**src/rtl/odtw_pkg.sv**
```systemverilog
package odtw_pkg;

  typedef enum logic [1:0] {
    ODT_SYNC   = 2'b00,
    ODT_UNSURE = 2'b01,
    ODT_ASYNC  = 2'b10
  } odt_class_e;

endpackage

```
**src/rtl/odtw_delay_line.sv**
```systemverilog
module odtw_delay_line #(
  parameter int              WIDTH   = 2,
  parameter int              DEPTH   = 10,
  parameter int              SEL_W   = 4,
  parameter logic [WIDTH-1:0] RST_VAL = '0
) (
  input  logic             clk,
  input  logic             rst,
  input  logic [WIDTH-1:0] din,
  input  logic [SEL_W-1:0] sel,
  output logic [WIDTH-1:0] tap
);

  logic [WIDTH-1:0] stg [DEPTH];

  // stage k holds the input sampled k+1 edges ago
  always_ff @(posedge clk) begin
    if (rst) begin
      for (int i = 0; i < DEPTH; i++) stg[i] <= RST_VAL;
    end else begin
      stg[0] <= din;
      for (int i = 1; i < DEPTH; i++) stg[i] <= stg[i-1];
    end
  end

  // tap select; out-of-range picks the oldest stage
  always_comb begin
    tap = stg[DEPTH-1];
    for (int i = 0; i < DEPTH; i++) begin
      if (sel == SEL_W'(i)) tap = stg[i];
    end
  end

endmodule

```
**src/rtl/odtw_refresh_track.sv**
```systemverilog
module odtw_refresh_track #(
  parameter int CNT_W = 9
) (
  input  logic             clk,
  input  logic             rst,
  input  logic             ref_cmd,
  input  logic [CNT_W-1:0] rfc_cycles,
  output logic [CNT_W-1:0] rem_now
);

  // cycles of the latest refresh still outstanding after this edge
  logic [CNT_W-1:0] left_q;

  always_comb begin
    if (ref_cmd)             rem_now = rfc_cycles;
    else if (left_q != '0)   rem_now = left_q - CNT_W'(1);
    else                     rem_now = '0;
  end

  always_ff @(posedge clk) begin
    if (rst)                 left_q <= '0;
    else if (ref_cmd)        left_q <= rfc_cycles;    // newer refresh wins
    else if (left_q != '0)   left_q <= left_q - CNT_W'(1);
  end

  p_rfc_idle_r10: assert property (@(posedge clk) disable iff (rst)
    (!ref_cmd && left_q == '0) |=> (left_q == '0))
    else $error("refresh count restarted without a command");

endmodule

```
**src/rtl/odtw_window_ctrl.sv**
```systemverilog
module odtw_window_ctrl #(
  parameter int CNT_W  = 9,
  parameter int LEAD_W = 4
) (
  input  logic              clk,
  input  logic              rst,
  input  logic              fall_pd,
  input  logic [LEAD_W-1:0] lead,
  input  logic [CNT_W-1:0]  pde_cycles,
  input  logic [CNT_W-1:0]  ref_rem,
  output logic              in_win
);

  localparam int SPAN_W = CNT_W + 1;

  logic [SPAN_W-1:0] cnt_q;
  logic [SPAN_W-1:0] cnt_dec;
  logic [CNT_W-1:0]  tail;
  logic [SPAN_W-1:0] span;

  // span end: entry delay or remaining refresh, whichever is later
  assign tail    = (ref_rem > pde_cycles) ? ref_rem : pde_cycles;
  assign span    = SPAN_W'(lead) + SPAN_W'(tail);
  assign cnt_dec = (cnt_q != '0) ? cnt_q - SPAN_W'(1) : '0;
  assign in_win  = fall_pd || (cnt_q != '0);

  always_ff @(posedge clk) begin
    if (rst)                         cnt_q <= '0;
    else if (fall_pd && span > cnt_dec) cnt_q <= span;
    else                             cnt_q <= cnt_dec;
  end

  p_span_cover_r4: assert property (@(posedge clk) disable iff (rst)
    fall_pd |=> in_win)
    else $error("span closed right after power-down entry");

endmodule

```
**src/rtl/odtw_tracker.sv**
```systemverilog
module odtw_tracker
  import odtw_pkg::*;
#(
  parameter int WL_W   = 4,
  parameter int CNT_W  = 9,
  parameter int WL_MIN = 5,
  parameter int WL_MAX = 12
) (
  input  logic             clk,
  input  logic             rst,
  input  logic             dll_fast_exit,
  input  logic [WL_W-1:0]  wl_cycles,
  input  logic [CNT_W-1:0] pde_cycles,
  input  logic [CNT_W-1:0] rfc_cycles,
  input  logic             cke,
  input  logic             odt,
  input  logic             ref_cmd,
  output logic             evt_valid,
  output logic [1:0]       evt_class,
  output logic             win_active
);

  localparam int MAX_LEAD = WL_MAX - 2;
  localparam int LEAD_W   = $clog2(MAX_LEAD + 1);
  localparam int SEL_W    = $clog2(MAX_LEAD);
  localparam logic [WL_W-1:0] WL_LO = WL_W'(WL_MIN);
  localparam logic [WL_W-1:0] WL_HI = WL_W'(WL_MAX);

  // write-latency clamp and reporting lead WL-2
  logic [WL_W-1:0]   wl_eff;
  logic [LEAD_W-1:0] lead;
  logic [SEL_W-1:0]  tap_sel;

  assign wl_eff  = (wl_cycles < WL_LO) ? WL_LO :
                   (wl_cycles > WL_HI) ? WL_HI : wl_cycles;
  assign lead    = LEAD_W'(wl_eff - WL_W'(2));
  assign tap_sel = SEL_W'(lead - LEAD_W'(1));

  // input sampling and edge detection
  logic cke_q, odt_q;
  logic cke_fall, odt_edge, fall_pd;

  always_ff @(posedge clk) begin
    if (rst) begin
      cke_q <= 1'b1;
      odt_q <= 1'b0;
    end else begin
      cke_q <= cke;
      odt_q <= odt;
    end
  end

  assign cke_fall = cke_q & ~cke;
  assign odt_edge = odt ^ odt_q;
  assign fall_pd  = cke_fall & ~dll_fast_exit;

  // delayed edge and clock-enable stream
  logic [1:0] line_tap;
  logic       cke_t, edge_t;

  odtw_delay_line #(
    .WIDTH  (2),
    .DEPTH  (MAX_LEAD),
    .SEL_W  (SEL_W),
    .RST_VAL(2'b10)
  ) u_line (
    .clk (clk),
    .rst (rst),
    .din ({cke, odt_edge}),
    .sel (tap_sel),
    .tap (line_tap)
  );

  assign cke_t  = line_tap[1];
  assign edge_t = line_tap[0];

  // refresh tracking and span counter
  logic [CNT_W-1:0] ref_rem;
  logic             in_win;

  odtw_refresh_track #(.CNT_W(CNT_W)) u_ref (
    .clk        (clk),
    .rst        (rst),
    .ref_cmd    (ref_cmd),
    .rfc_cycles (rfc_cycles),
    .rem_now    (ref_rem)
  );

  odtw_window_ctrl #(.CNT_W(CNT_W), .LEAD_W(LEAD_W)) u_win (
    .clk        (clk),
    .rst        (rst),
    .fall_pd    (fall_pd),
    .lead       (lead),
    .pde_cycles (pde_cycles),
    .ref_rem    (ref_rem),
    .in_win     (in_win)
  );

  // classification of the delayed edge
  odt_class_e cls_next;

  always_comb begin
    if (dll_fast_exit)  cls_next = ODT_SYNC;
    else if (in_win)    cls_next = ODT_UNSURE;
    else if (!cke_t)    cls_next = ODT_ASYNC;
    else                cls_next = ODT_SYNC;
  end

  always_ff @(posedge clk) begin
    if (rst) begin
      evt_valid  <= 1'b0;
      evt_class  <= 2'b00;
      win_active <= 1'b0;
    end else begin
      evt_valid  <= edge_t;
      evt_class  <= edge_t ? cls_next : ODT_SYNC;
      win_active <= in_win & ~dll_fast_exit;
    end
  end

  p_class_legal_r6: assert property (@(posedge clk) disable iff (rst)
    evt_valid |-> (evt_class != 2'b11))
    else $error("illegal class code");

  p_async_outside_r6: assert property (@(posedge clk) disable iff (rst)
    (evt_valid && evt_class == ODT_ASYNC) |-> !win_active)
    else $error("async edge reported inside span");

  p_win_start_fall_r3: assert property (@(posedge clk) disable iff (rst)
    ($rose(win_active) && !$past(dll_fast_exit, 2)) |-> $past(cke_fall))
    else $error("span opened without clock-enable fall");

  p_a12_nowin_r8: assert property (@(posedge clk) disable iff (rst)
    $past(dll_fast_exit) |-> !win_active)
    else $error("span flagged with fast-exit DLL");

  p_a12_sync_r8: assert property (@(posedge clk) disable iff (rst)
    (evt_valid && $past(dll_fast_exit)) |-> (evt_class == ODT_SYNC))
    else $error("non-sync class with fast-exit DLL");

endmodule

```
**config.mk**
```make
export PLATFORM = sky130hd
export DESIGN_NAME = odtw_tracker
export DESIGN_NICKNAME = d
export VERILOG_FILES = /design/src/rtl/odtw_pkg.sv /design/src/rtl/odtw_delay_line.sv /design/src/rtl/odtw_refresh_track.sv /design/src/rtl/odtw_window_ctrl.sv /design/src/rtl/odtw_tracker.sv
export SDC_FILE = /design/constraint.sdc
export NUM_CORES = 1
export LEC_CHECK = 0
export ABC_CLOCK_PERIOD_IN_PS = 10250
export BUFFER_PORTS_ARGS = -buffer_cell sky130_fd_sc_hd__buf_2
export CORE_MARGIN = 2
export CORE_UTILIZATION = 45
export DETAILED_ROUTE_END_ITERATION = 12
export PLACE_DENSITY = 0.72
export SLEW_MARGIN = 10
export SYNTH_ARGS = -nofsm -noshare
export SYNTH_HDL_FRONTEND = slang
export SYNTH_SLANG_ARGS = --single-unit
```
**constraint.sdc**
```tcl
create_clock -name clk -period 10.25 [get_ports clk]
set_input_delay 1.025 -clock clk [delete_from_list [all_inputs] [get_ports clk]]
set_output_delay 1.025 -clock clk [all_outputs]
set_load 0.02 [all_outputs]
```
==> results of run 1 <==
[metal layers]
metal | vias to the layer above | track usage | part of all wire
met5 | - | 0 | 0
met4 | 0 | 0.0770 | 0.021
met3 | 15 | 0.0299 | 0.050
met2 | 91 | 0.349 | 0.48
met1 | 1464 | 0.249 | 0.45
li1 | 1615 | - | -
[cell type report]
| type | count | area share |
|---|---|---|
| multi-input cells | 351 | 0.628 |
| clock inverters | 2 | 0.0103 |
| clock buffers | 6 | 0.0219 |
| flip-flops and latches | 44 | 0.234 |
| well taps | 99 | 0.0329 |
| repair buffers | 32 | 0.0432 |
| inverters | 30 | 0.0299 |
[state kept, by name, indices dropped and copies added (netlist names)]
register	cells
odt_q	1
evt_valid	1
u_ref.left_q	9
evt_class	2
u_line.stg	20
u_win.cnt_q	10
win_active	1
[critical path: cells and delay by family (launching register included)]
family          cells  cell delay (ns)
buf+inv             3             0.51
compound gates     11             2.43
simple gates        9             2.02
flops               1             0.36
fa+ha+maj           4             1.19
mux                 1             0.24
[worst paths after layout]
| check | end | slack (ns) |
|---|---|---|
| setup / recovery | u_win.cnt_q[8] | 3.39 |
| hold / removal | u_line.stg[0][7] | 0.45 |
| setup reg to reg | u_win.cnt_q[8] | 3.39 |
| hold reg to reg | u_line.stg[0][7] | 0.45 |
[power by group]
part | total [uW] | internal [uW] | switching, uW
logic | 403 | 177 | 226
registers | 212 | 192 | 19.7
clock network | 143 | 79.8 | 63.0
total | 758 | 449 | 309
[kinds of logic (layout without fill, tap and decap cells)]
family	Yosys count	after routing	synth area share
compound gates	111	111	0.230
xor+xnor	19	19	0.0486
fa+ha+maj	29	29	0.108
buf+inv	49	70	0.0541
flops	44	44	0.257
mux	9	9	0.0267
simple gates	183	183	0.275
[cell usage in the layout, fill, tap and decap left out, types with 7 or more instances in the layout]
cell       n
nor2b_1   14
nand2_1   42
ha_1      28
o21ai_0   20
nand2b_1  12
or2_2     18
nor3_1    14
xnor2_1   12
inv_1     30
nor2_1    42
xor2_1     7
nand3_1    9
dfxtp_1   44
buf_2     31
a21oi_1   31
mux2i_1    8
[stage by stage]
stage          total power (uW)  area [sq um]
6_report                    758          3770
5_1_grt                     829          3770
4_1_cts                     761          3770
3_5_place_dp                616          3650
3_3_place_gp                603          3650
2_1_floorplan               529          3430
==> flow_metrics.env, run 1 <==
export IMPL_status="completed"
export IMPL_path_class="reg2reg"
export IMPL_start_util=0.467
export IMPL_syn_nets=501
export IMPL_clock_fmax_mhz=146
export IMPL_insertedDiodeCount=0
export IMPL_num_fill_cells=714
export IMPL_pre_cts_ws_ns=3.32
export IMPL_first_pass_iters=4
export IMPL_cp_startpoint="u_ref.left_q[0]"
export IMPL_antenna_left=0
export IMPL_slowest_delay_ns=0.59
export IMPL_drt_iter0_drc=119
export IMPL_path_common_cell="nor2_1"
export IMPL_clk_latency_ns=0.30
export IMPL_cts_root_buffer="clkbuf_8"
export IMPL_timing_final_setup_violations=0
export IMPL_antenna_found_initial=0
export IMPL_cts_setup_buffers=0
export IMPL_start_kind="flop"
export IMPL_hold_class="reg2reg"
export IMPL_required_ns=10.45
export IMPL_fin_util=0.514
export IMPL_yosysTopAreaCellShare=0.257
export IMPL_dieHeight_microns=91.3
export IMPL_hold_buffers=0
export IMPL_die_x_microns=91.3
export IMPL_clock_skew_final_ns=0.00822
export IMPL_dp_cells=556
export IMPL_synth_area_sq_um=3430
export IMPL_netlist_top_cells_count="dfxtp_1 (44), nand2_1 (42), nor2_1 (42)"
export IMPL_worst_slew_pin_slew_ns=0.691
export IMPL_pin_count=32
export IMPL_fin_crit_ns=6.86
export IMPL_num_nets_final=521
export IMPL_post_synth_num_cell_types=63
export IMPL_grt_usage=0.201
export IMPL_period_share=0.670
export IMPL_hold_depth=1
export IMPL_grt_overflow=0
export IMPL_cts_sinks=44
export IMPL_grt_pass1_vias=3027
export IMPL_maxSlewViolCount=0
export IMPL_wire_per_inst_microns=14.5
export IMPL_max_cap_violations=0
export IMPL_synth_cells=444
export IMPL_grt_max_degree=37
export IMPL_setup_tns_ns=0
export IMPL_hold_worst_slack_ns=0.454
export IMPL_coreArea_sq_um=7330
export IMPL_synth_largest_area_cell="dfxtp_1"
export IMPL_ys_warn_count=0
export IMPL_clk_pin_slew_worst_paths_ns=0.09
export IMPL_p_leak_uw=0.00165
export IMPL_power_density_nw_per_um2=201
export IMPL_dieArea_sq_um=8330
export IMPL_synthArstFlopShare=0
export IMPL_cp_end_kind="flop"
export IMPL_cts_resized=0
export IMPL_worst_ir_drop_vdd_mv=0.0830
export IMPL_stdcell_count=564
export IMPL_drcViolationCount=0
export IMPL_synth_seq_area_share=0.257
export IMPL_routed_wl_microns=8190
export IMPL_critPathSlowestCell="nor2_1"
export IMPL_yosys_top_cells_area="dfxtp_1 (26%), ha_1 (10%), nand2_1 (4.6%)"
export IMPL_gp_congestion=0.977
export IMPL_reg2reg_from="u_ref.left_q[0]"
export IMPL_ys_seq_elements=44
export IMPL_grt_pass1_wl_microns=13900
export IMPL_synth_edff_count=0
export IMPL_worstRegToRegCells=28
export IMPL_dp_hpwl_microns=6260
export IMPL_cts_htree_levels=2
export IMPL_path_max_fanout=14
export IMPL_vias=3185
export IMPL_drive_above_1_share=0.153
export IMPL_setup_ws_ns=3.39
export IMPL_finalHoldViolCount=0
export IMPL_yosys_cell_count_top_type="dfxtp_1"
export IMPL_via_per_inst=5.65
export IMPL_seqCellArea_sq_um=881
export IMPL_area_growth_pct=9.97
export IMPL_cts_tree="yes"
export IMPL_numCtsBuffers=5
export IMPL_rows=31
export IMPL_relSlewSlack=0.538
export IMPL_hp_start="u_line.stg[0][5]"
export IMPL_cp_data_arrival_time_ns=7.06
export IMPL_ys_flop_type="dfxtp_1"
export IMPL_clockBufferDepth=2
export IMPL_syn_avg_cell_area_sq_um=7.72
export IMPL_multi_input_comb_area_sq_um=2370
export IMPL_port_buffer_count=31
export IMPL_rsz0062_at_grt="no"
Power figures use the tool's default switching activity.
==> run 2: changes to the inputs <==
- ABC_CLOCK_PERIOD_IN_PS: 10250 -> 6300
- PLACE_DENSITY: 0.72 -> 0.75
- clock period: 10.25 -> 6.3 ns (I/O delays scaled with it)
==> run 2 against run 1 <==
  * Final cell count increased by 1.4%
  * Power rose by 69%
  * Worst hold slack improved by 0.0095 ns
  * Utilization increased by 1.8 points
  * Non-clock buffer count increased by 8
  * Critical path depth rose by 1
  * Largest power group unchanged
  * First-iteration DRC count is 18% higher
==> flow_metrics.env, run 2 (synthesis gave the netlist of run 1 again) <==
export IMPL_drive_above_1_share=0.205
export IMPL_final_cell_mix="dfxtp_1 (44), nand2_1 (42), nor2_1 (39)"
export IMPL_numCtsBuffers=5
export IMPL_clock_fmax_mhz=167
export IMPL_hold_class="reg2reg"
export IMPL_required_ns=6.50
export IMPL_coreArea_sq_um=7330
export IMPL_reg2reg_from="u_ref.left_q[1]"
export IMPL_cts_sinks=44
export IMPL_hold_buffers=0
export IMPL_timing_final_setup_violations=0
export IMPL_hp_start="u_line.stg[0][15]"
export IMPL_port_buffer_count=31
export IMPL_path_class="reg2reg"
export IMPL_num_nets_final=529
export IMPL_reg_top3="u_line.stg x20, u_win.cnt_q x10, u_ref.left_q x9"
export IMPL_clk_pin_slew_worst_paths_ns=0.09
export IMPL_clk_latency_ns=0.31
export IMPL_clock_skew_final_ns=0.00887
export IMPL_worst_ir_drop_vdd_mv=0.160
export IMPL_dieArea_sq_um=8330
export IMPL_worst_slew_pin_slew_ns=0.599
export IMPL_dieHeight_microns=91.3
export IMPL_cp_end_kind="flop"
export IMPL_wire_per_inst_microns=14.6
export IMPL_vias=3291
export IMPL_insertedDiodeCount=0
export IMPL_critPathSlowestCell="o31ai_2"
export IMPL_cp_data_arrival_time_ns=6.20
export IMPL_fin_crit_ns=6.01
export IMPL_finalHoldViolCount=0
export IMPL_routed_wl_microns=8370
export IMPL_grt_overflow=0
export IMPL_gp_congestion=0.947
export IMPL_slowest_delay_ns=0.49
export IMPL_start_util=0.467
export IMPL_pin_count=32
export IMPL_power_density_nw_per_um2=328
export IMPL_grt_pass1_vias=3156
export IMPL_layout_commonest_cell="dfxtp_1"
export IMPL_reg2reg_slack_ns=0.29
export IMPL_grt_pass1_wl_microns=14400
export IMPL_grt_max_degree=37
export IMPL_status="completed"
export IMPL_area_growth_pct=13.8
export IMPL_top_register="u_line.stg"
export IMPL_largest_reg_flops=20
export IMPL_worstRegToRegCells=29
export IMPL_maxSlewViolCount=0
export IMPL_antenna_found_initial=0
export IMPL_path_common_cell="buf_4"
export IMPL_start_kind="flop"
export IMPL_via_per_inst=5.75
export IMPL_die_x_microns=91.3
export IMPL_fin_util=0.532
export IMPL_cts_root_buffer="clkbuf_8"
export IMPL_hold_path_end="u_line.stg[0][17]"
export IMPL_power_total_uw=1280
export IMPL_dp_hpwl_microns=6270
export IMPL_grt_usage=0.208
export IMPL_clockBufferDepth=2
export IMPL_path_max_fanout=11
export IMPL_first_pass_iters=4
export IMPL_p_leak_uw=0.00169
export IMPL_period_share=0.953
export IMPL_relSlewSlack=0.601
export IMPL_drt_iter0_drc=140
export IMPL_rows=31
export IMPL_max_cap_violations=0
export IMPL_antenna_left=0
export IMPL_drcViolationCount=0
export IMPL_hold_depth=1
export IMPL_cts_htree_levels=2
export IMPL_r2r_end="u_win.cnt_q[4]"
export IMPL_cts_tree="yes"
run 2: cell types whose count changed in the layout (fill, tap and decap cells not counted), moves of 2 or more:
cell	before	now
a21oi_1	31	28
nor2_1	42	39
o21bai_1	2	0
a21oi_2	1	4
buf_4	1	8
nor2_2	0	3
ha_1	28	26
o21bai_2	0	2
run 2: worst max-delay path, delay by kind of cell (launching register included):
family                     cells  cell delay, ns
adders and majority gates      5            1.45
xor gates and xnor gates       1            0.26
DFF                            1            0.44
and+or+nand+nor                8            0.99
buffers and inverters          6            0.92
AOI/OAI and AO/OA              9            1.82
run 2: worst max path at each step:
stage | from | end | slack (ns) | cells past startpoint
2_1_floorplan | u_ref.left_q[0] | u_win.cnt_q[0] | 0.07 | 30
6_report | u_ref.left_q[1] | u_win.cnt_q[4] | 0.29 | 29
4_1_cts | u_ref.left_q[0] | u_win.cnt_q[0] | 0.08 | 31
3_5_place_dp | u_ref.left_q[0] | u_win.cnt_q[7] | -0.07 | 29
5_1_grt | u_ref.left_q[1] | u_win.cnt_q[0] | -0.05 | 27
3_3_place_gp | u_ref.left_q[0] | u_win.cnt_q[7] | 0.22 | 29
run 2: area by class of cell:
| class | count | area, sq um |
|---|---|---|
| Clock inverter | 3 | 42.5 |
| Fill cell | 680 | 3430 |
| Tap cell | 99 | 124 |
| Timing Repair Buffer | 40 | 226 |
| Inverter | 30 | 113 |
| Sequential cell | 44 | 881 |
| Multi-Input combinational cell | 351 | 2440 |
| Clock buffer | 5 | 68.8 |
run 2: what timing repair did:
action                     4_1_cts  5_1_grt
resized for setup                1       19
cloned                           0        0
setup endpoints to repair       10       10
hold endpoints to repair         0        0
setup buffers                    1        3
pin swaps                        1        5
run 2: per-stage QoR:
stage | TNS [ns] | hold slack (ns) | instance area (sq um) | worst slack, ns | cells
after floorplan | 0 | 0.415 | 3430 | 0.0657 | 444
after global placement | 0 | 0.433 | 3680 | 0.223 | 560
after detailed placement | -0.149 | 0.443 | 3680 | -0.0726 | 560
after CTS | 0 | 0.469 | 3800 | 0.0789 | 569
after global routing | -0.231 | 0.480 | 3900 | -0.0503 | 572
final | 0 | 0.464 | 3900 | 0.295 | 572
run 2: report_power, final:
part           internal, uW  leakage (uW)  switching, uW  total, uW
Sequential              313      0.000361           31.2        344
Combinational           319       0.00128            398        716
Clock                   117     0.0000541            101        218
Total                   749       0.00169            529       1280
run 2: routing by layer:
layer,routed length [microns],vias up,GRT usage
li1,-,1626,-
met1,3720,1534,0.265
met2,4020,112,0.353
met3,425,19,0.0299
met4,200,0,0.0833
met5,0,-,0
